`src/rtl/flash_reg_guard.sv`:
```
`timescale 1ns/1ps
module flash_reg_guard #(
  parameter int         ADDR_W    = 20,
  parameter int         SECT_LOG2 = 6,
  parameter logic [7:0] SR1_INIT  = 8'h00,
  parameter logic [7:0] CR_INIT   = 8'h00
) (
  input  logic              clk,
  input  logic              rst_n,
  input  logic              cmd_wren,
  input  logic              cmd_wrdi,
  input  logic              cmd_wrr,
  input  logic [7:0]        wrr_sr1,
  input  logic [7:0]        wrr_cr,
  input  logic              wp_n,
  input  logic              cmd_prog,
  input  logic              cmd_erase,
  input  logic [ADDR_W-1:0] req_addr,
  output logic [7:0]        sr1,
  output logic [7:0]        cr,
  output logic              addr_protected,
  output logic              wrr_accept,
  output logic              wrr_reject,
  output logic              pe_accept,
  output logic              pe_reject
);

  localparam logic [SECT_LOG2:0] NSECT = {1'b1, {SECT_LOG2{1'b0}}};

  logic       lock_q;
  logic [2:0] bp_q;
  logic       wel_q;
  logic [7:0] cr_q;

  logic [SECT_LOG2-1:0] sect;
  logic [SECT_LOG2:0]   span;
  logic                 unused_bits;

  assign unused_bits = ^{wrr_sr1[6:5], wrr_sr1[1:0]};

  wire quad_on  = cr_q[1];
  wire pin_lock = lock_q & ~wp_n & ~quad_on;
  wire wrr_ok   = wel_q & ~pin_lock;
  wire pe_cmd   = cmd_prog | cmd_erase;
  wire pe_ok    = wel_q & ~addr_protected;

  assign sect = req_addr[ADDR_W-1 -: SECT_LOG2];

  always_comb begin
    if (bp_q == 3'd0)
      span = '0;
    else if (bp_q == 3'd7 || int'(bp_q) > SECT_LOG2)
      span = NSECT;
    else
      span = {{SECT_LOG2{1'b0}}, 1'b1} << (bp_q - 3'd1);
  end

  assign addr_protected = (span != '0) && ({1'b0, sect} >= (NSECT - span));

  always_ff @(posedge clk or negedge rst_n) begin
    if (!rst_n) begin
      lock_q     <= SR1_INIT[7];
      bp_q       <= SR1_INIT[4:2];
      wel_q      <= 1'b0;
      cr_q       <= CR_INIT;
      wrr_accept <= 1'b0;
      wrr_reject <= 1'b0;
      pe_accept  <= 1'b0;
      pe_reject  <= 1'b0;
    end else begin
      wrr_accept <= 1'b0;
      wrr_reject <= 1'b0;
      pe_accept  <= 1'b0;
      pe_reject  <= 1'b0;
      if (cmd_wrr) begin
        wrr_accept <= wrr_ok;
        wrr_reject <= ~wrr_ok;
        wel_q      <= 1'b0;
        if (wrr_ok) begin
          lock_q <= wrr_sr1[7];
          bp_q   <= wrr_sr1[4:2];
          cr_q   <= wrr_cr;
        end
      end else if (pe_cmd) begin
        pe_accept <= pe_ok;
        pe_reject <= ~pe_ok;
        wel_q     <= 1'b0;
      end else if (cmd_wrdi) begin
        wel_q <= 1'b0;
      end else if (cmd_wren) begin
        wel_q <= 1'b1;
      end
    end
  end

  assign sr1 = {lock_q, 2'b00, bp_q, wel_q, 1'b0};
  assign cr  = cr_q;

endmodule

```
`config.mk`:
```
export PLATFORM = sky130hd
export DESIGN_NAME = flash_reg_guard
export DESIGN_NICKNAME = d
export VERILOG_FILES = /design/src/rtl/flash_reg_guard.sv
export SDC_FILE = /design/constraint.sdc
export NUM_CORES = 1
export LEC_CHECK = 0
export ABC_AREA = 1
export BUFFER_PORTS_ARGS = -buffer_cell sky130_fd_sc_hd__buf_2
export CORE_ASPECT_RATIO = 0.75
export CORE_MARGIN = 2
export CORE_UTILIZATION = 40
export DETAILED_ROUTE_END_ITERATION = 7
export PLACE_DENSITY = 0.87
export SETUP_SLACK_MARGIN = 0.05
export SLEW_MARGIN = 20
export SYNTH_ARGS = -nofsm -noshare
export SYNTH_HDL_FRONTEND = slang
export SYNTH_SLANG_ARGS = --single-unit
```
`constraint.sdc`:
```
create_clock -name clk -period 3.3 [get_ports clk]
set_clock_uncertainty 0.05 [all_clocks]
set_input_delay 0 -clock clk [delete_from_list [all_inputs] [get_ports clk]]
set_output_delay 0 -clock clk [all_outputs]
set_load 0.02 [all_outputs]
```
# Word-level counts from Yosys, hierarchy flattened
# Index checks and enable logic that the tools add are counted.
[classes]
bitwise = 11
add_sub_neg = 2
n_reduce_logical = 6
order_cmp = 2
n_shift = 1
n_mux = 12
eq_ne = 1
[ops]
columns = ["operator", "count"]
rows = [
  ["2-to-1 mux 7 bit", 2],
  ["2-to-1 mux 1 bit", 10],
  ["greater-or-equal comparator 6 x 7 -> 1 bit", 1],
  ["nonzero test 7 bit", 1],
  ["<< shifter 1 x 3 -> 7 bit, first input constant", 1],
  ["subtractor 7 bit, first input constant", 1],
  ["inverter 1 bit", 6],
  ["bitwise AND 1 bit", 4],
  ["nonzero test 4 bit", 1],
  ["equality test 3 bit, second input constant", 1],
  ["greater-than comparator 3 bit, second input constant", 1],
  ["logical NOT 3 bit", 1],
  ["subtractor 3 x 1 -> 3 bit, second input constant", 1],
  ["AND reduction 2 bit", 1],
  ["logical AND 1 bit", 1],
  ["logical OR 1 bit", 1],
  ["bitwise OR 1 bit", 1],
]
[totals]
ff_bits = 17
wordCells = 43
inputBits = 44

# Longest topological paths before layout
[logic_depth]
ltp_word = 12
depth_mapped = 19
depth_no_buf = 19

# Least setup slack after synthesis
# OpenSTA, ideal clock, no wires.
[synth_timing]
kind = "register to register"
startpoint = "register bp_q[1]"
endpoint = "register pe_accept"
t_required_ns = 3.178
setup_slack_ns = 1.127
setup_time_ns = 0.072
path_stages_with_launch = 16
t_arrival_ns = 2.051
cell_sequence = "dfrtp_1 -> buf_2 -> nor2_1 -> nand2_1 -> ha_1 -> inv_1 -> nand2_1 -> o32ai_1 -> ha_1 -> a21oi_1 -> nand2_1 -> nand2_1 -> nand2_1 -> nand2_1 -> nand2_1 -> nor2_1"
[synth_between]
elab_chain_len = 11
[synth_rtl]
columns = ["element", "line", "source"]
rows = [
  ["start, declared", "31", "logic [2:0] bp_q;"],
  ["start signal, assigned", "63", "bp_q <= SR1_INIT[4:2];"],
  ["start signal, assigned", "81", "bp_q <= wrr_sr1[4:2];"],
  ["subtractor 3 x 1 -> 3 bit, or another cell as far along", "55", "span = {{SECT_LOG2{1'b0}}, 1'b1} << (bp_q - 3'd1);"],
  ["<< shifter 1 x 3 -> 7 bit or logical OR 1 bit (tied branches)", "55, 52", ""],
  ["2-to-1 mux 7 bit", "52", "else if (bp_q == 3'd7 || int'(bp_q) > SECT_LOG2)"],
  ["2-to-1 mux 7 bit *", "50", "if (bp_q == 3'd0)"],
  ["subtractor 7 bit", "58", "assign addr_protected = (span != '0) && ({1'b0, sect} >= (NSECT - span));"],
  ["greater-or-equal comparator 6 x 7 -> 1 bit", "58", ""],
  ["logical AND 1 bit *", "58", ""],
  ["inverter 1 bit *", "45", "wire pe_ok = wel_q & ~addr_protected;"],
  ["bitwise AND 1 bit *", "45", ""],
  ["2-to-1 mux 1 bit *", "84", "end else if (pe_cmd) begin"],
  ["2-to-1 mux 1 bit *", "75", "if (cmd_wrr) begin"],
  ["end signal, assigned", "85", "pe_accept <= pe_ok;"],
  ["end, declared", "24", "output logic pe_accept,"],
]
# Mark *: on every way between the ends. The rest lies on a longest branch, timed or not.
# A chain may end at the register's enable or synchronous reset.

# Worst setup path in the final report
[layout_timing]
startpoint = "register bp_q[2]"
endpoint = "output addr_protected"
[layout_between]
elab_chain_len = 7
[layout_rtl]
columns = ["element", "line", "source"]
rows = [
  ["subtractor 3 x 1 -> 3 bit, or another cell as far along", "55", ""],
  ["<< shifter 1 x 3 -> 7 bit or logical OR 1 bit (tied branches)", "55, 52", ""],
  ["2-to-1 mux 7 bit", "52", ""],
  ["2-to-1 mux 7 bit *", "50", ""],
  ["subtractor 7 bit", "58", ""],
  ["greater-or-equal comparator 6 x 7 -> 1 bit", "58", ""],
  ["logical AND 1 bit *", "58", ""],
  ["end, declared", "21", "output logic addr_protected,"],
]
# Marks and branches as above.

==> results_dict.tcl <==
set metrics [dict create \
    grt_pass1_wl_um 3380 \
    drt-initial-drc-count 22 \
    antenna_found_initial 0 \
    cp-endpoint "addr_protected" \
    max_clock_freq_mhz 393 \
    drv_slew 0 \
    cts_tree "done" \
    cts_num_sinks 17 \
    yosys.area_share.simple 0.254 \
    path_clk_slew_ps 100 \
    grt_pass1_vias 829 \
    clock_latency_ps 280 \
    wl_um 2070 \
    r2r-end "pe_accept$_DFF_PN0_" \
    htree_levels 1 \
    vdd_ir_drop_max_mv 0.211 \
    hpwl_um 1410 \
    num-nets-final 230 \
    coreArea_um2 2270 \
    critPathLaunchType "flip-flop" \
    reg2reg_from "bp_q[2]$_DFFE_PN0P_" \
    setup_viol 0 \
    drc 0 \
    period_needed_ps 2550 \
    die_area_um2 2760 \
    vias 930 \
    setup_tns_ps 0 \
    synth_xor_area_frac 0 \
    rrSetupSlack_ps 1020 \
    syn_area_um2 941 \
    ios 65 \
    syn_avg_cell_area_um2 7.91 \
    syn_to_final_growth_pct 43.8 \
    p_leak_nw 0.803 \
    cp-end-kind "output pin" \
    drtPass1Iterations 4 \
    worstPathArrival_ps 2500 \
    power_per_cell_area_nw_per_um2 477 \
    rows 15 \
    via_per_inst 4.39 \
    place_congestion 0.791 \
    path_max_fanout 7 \
    crit_type "reg -> out" \
    start_util 0.414 \
    cp-startpoint "bp_q[2]$_DFFE_PN0P_" \
    cts_resized 0 \
    power.total_w 0.000645 \
    grt-ovfl-total 0 \
    die_w_um 60.0 \
    ys_ff_latch 17 \
    root_buffer "clkbuf_4" \
    synthMuxAreaShare 0 \
    hold_violations 0 \
    grt_usage 0.167 \
    r2r_cells 14 \
    drive_gt1_frac 0.275 \
    synth_top_area_cell "dfrtp_1" \
    netlist_instances 119 \
    io_buffers 43 \
    yosys-top-cells-area "dfrtp_1 (45%), nand2_1 (19%), ha_1 (9.3%), inv_1 (5.2%), buf_4 (4.8%)" \
    clockBufferDepth 2 \
    final_core_util 0.596 \
    ant_nets 0 \
    cts_made_buffers 3 \
    ys_seq_area_frac 0.452 \
    hold_path.class "in -> async" \
    synth.top_cell.area_share 0.452 \
    antenna_cells 0 \
    cap_violations 0 \
    required_ps 3250 \
    synth_top_family_by_area "simple AND/OR/NAND/NOR gates" \
    die_h_um 46 \
    synth_compound_area_frac 0.0758 \
    yosysWarnings 0 \
    synthAdderAreaFrac 0.0931 \
    period_share 0.772 \
    rsz0062_at_grt "no" \
    grt_max_degree 18 \
    ys_types 19 \
    status "finished clean" \
    wl_per_cell_um 9.76 \
]
[critical path, stage by stage (launching register included)]
cell	delay, ps
dfrtp_1	440
inv_1	180
nand2_1	100
ha_1	220
inv_1	80
nand2_1	60
o32ai_1	260
ha_1	300
a21oi_1	130
nand2_1	70
nand2_1	50
nand2_1	40
nand2_1	90
inv_1	40
buf_2	150
[stage by stage]
step | area (µm²) | hold slack (ps) | instances | worst slack [ps]
global route | 1350 | 136 | 212 | 408
global placement | 1140 | -115 | 190 | 1080
CTS | 1350 | 105 | 212 | 712
detailed placement | 1140 | -112 | 190 | 1030
floorplan | 948 | -346 | 121 | 1130
finish | 1350 | 110 | 212 | 753
[final cells by class]
cell class	count	area (µm²)
clock buffers	3	22.5
flip-flops and latches	17	425
fillers	222	918
inverters	14	52.6
clock inverters	1	5.00
repair buffers	61	395
well taps	34	42.5
multi-input cells	82	409
[layer usage]
layer | part of all wire | track usage | vias up
met5 | 0 | 0 | -
met4 | 0 | 0.0133 | 0
met3 | 0.049 | 0.0511 | 0
met2 | 0.49 | 0.285 | 31
met1 | 0.47 | 0.217 | 417
li1 | - | - | 482
[layout by cell type (no fill, tap or decap)]
master         instances
o21bai_1               1
o32ai_1                1
nand3_2                1
inv_1                 13
dlygate4sd3_1         18
clkinv_2               1
buf_2                 43
ha_1                   7
or3b_1                 1
nor3_1                 1
nor4_1                 1
nand2_1               47
o21ai_0                6
a21oi_1                5
clkbuf_4               3
dfrtp_1               17
inv_2                  1
conb_1                 3
nand3_1                2
nor2_1                 6
[sequential cells by signal, summed over array words and instances, names as in the netlist]
register / count
wel_q: 1
cr: 8
bp_q: 3
lock_q: 1
pe_accept: 1
pe_reject: 1
wrr_reject: 1
wrr_accept: 1
[kinds of logic (layout without fill, tap and decap cells)]
kind of cell / Yosys count / in the layout
AO/OA/AOI/OAI: 13 / 13
adder cells (fa/ha/maj): 7 / 7
buffers and inverters: 22 / 79
flip-flops: 17 / 17
other: 1 / 3
AND/OR/NAND/NOR: 59 / 59
[power by group]
part,leakage [nW],switching (W),internal (W)
sequential,0.218,0.0000251,0.000239
clock,0.0177,0.0000637,0.0000450
combinational,0.567,0.000163,0.000109
total,0.803,0.000251,0.000394
[synthesized netlist by cell type]
| master | number |
|---|---|
| nand2_1 | 47 |
| dfrtp_1 | 17 |
| inv_1 | 13 |
| ha_1 | 7 |
| buf_4 | 6 |
| nor2_1 | 6 |
| o21ai_0 | 6 |
| a21oi_1 | 5 |
| nand3_1 | 2 |
| buf_2 | 1 |
| buf_6 | 1 |
| conb_1 | 1 |
| inv_2 | 1 |
| nand3_2 | 1 |
| nor3_1 | 1 |
| nor4_1 | 1 |
| o21bai_1 | 1 |
| o32ai_1 | 1 |
| or3b_1 | 1 |
[what timing repair did]
| item | 4_1_cts | 5_1_grt |
|---|---|---|
| hold endpoints to repair | 33 | 0 |
| hold buffers | 18 | 0 |
| setup buffers | 0 | 0 |
[how the worst min path moves through the flow]
stage                                 endpoint  cells after the start
after global placement      lock_q$_DFFE_PN0P_                      1
after global routing      wrr_reject$_DFF_PN0_                      2
after CTS                    cr[1]$_DFFE_PN0P_                      2
final                       lock_q$_DFFE_PN0P_                      2
after floorplan            bp_q[0]$_DFFE_PN0P_                      0
after detailed placement     cr[1]$_DFFE_PN0P_                      1
No activity file was read; power rests on OpenSTA's default activity.
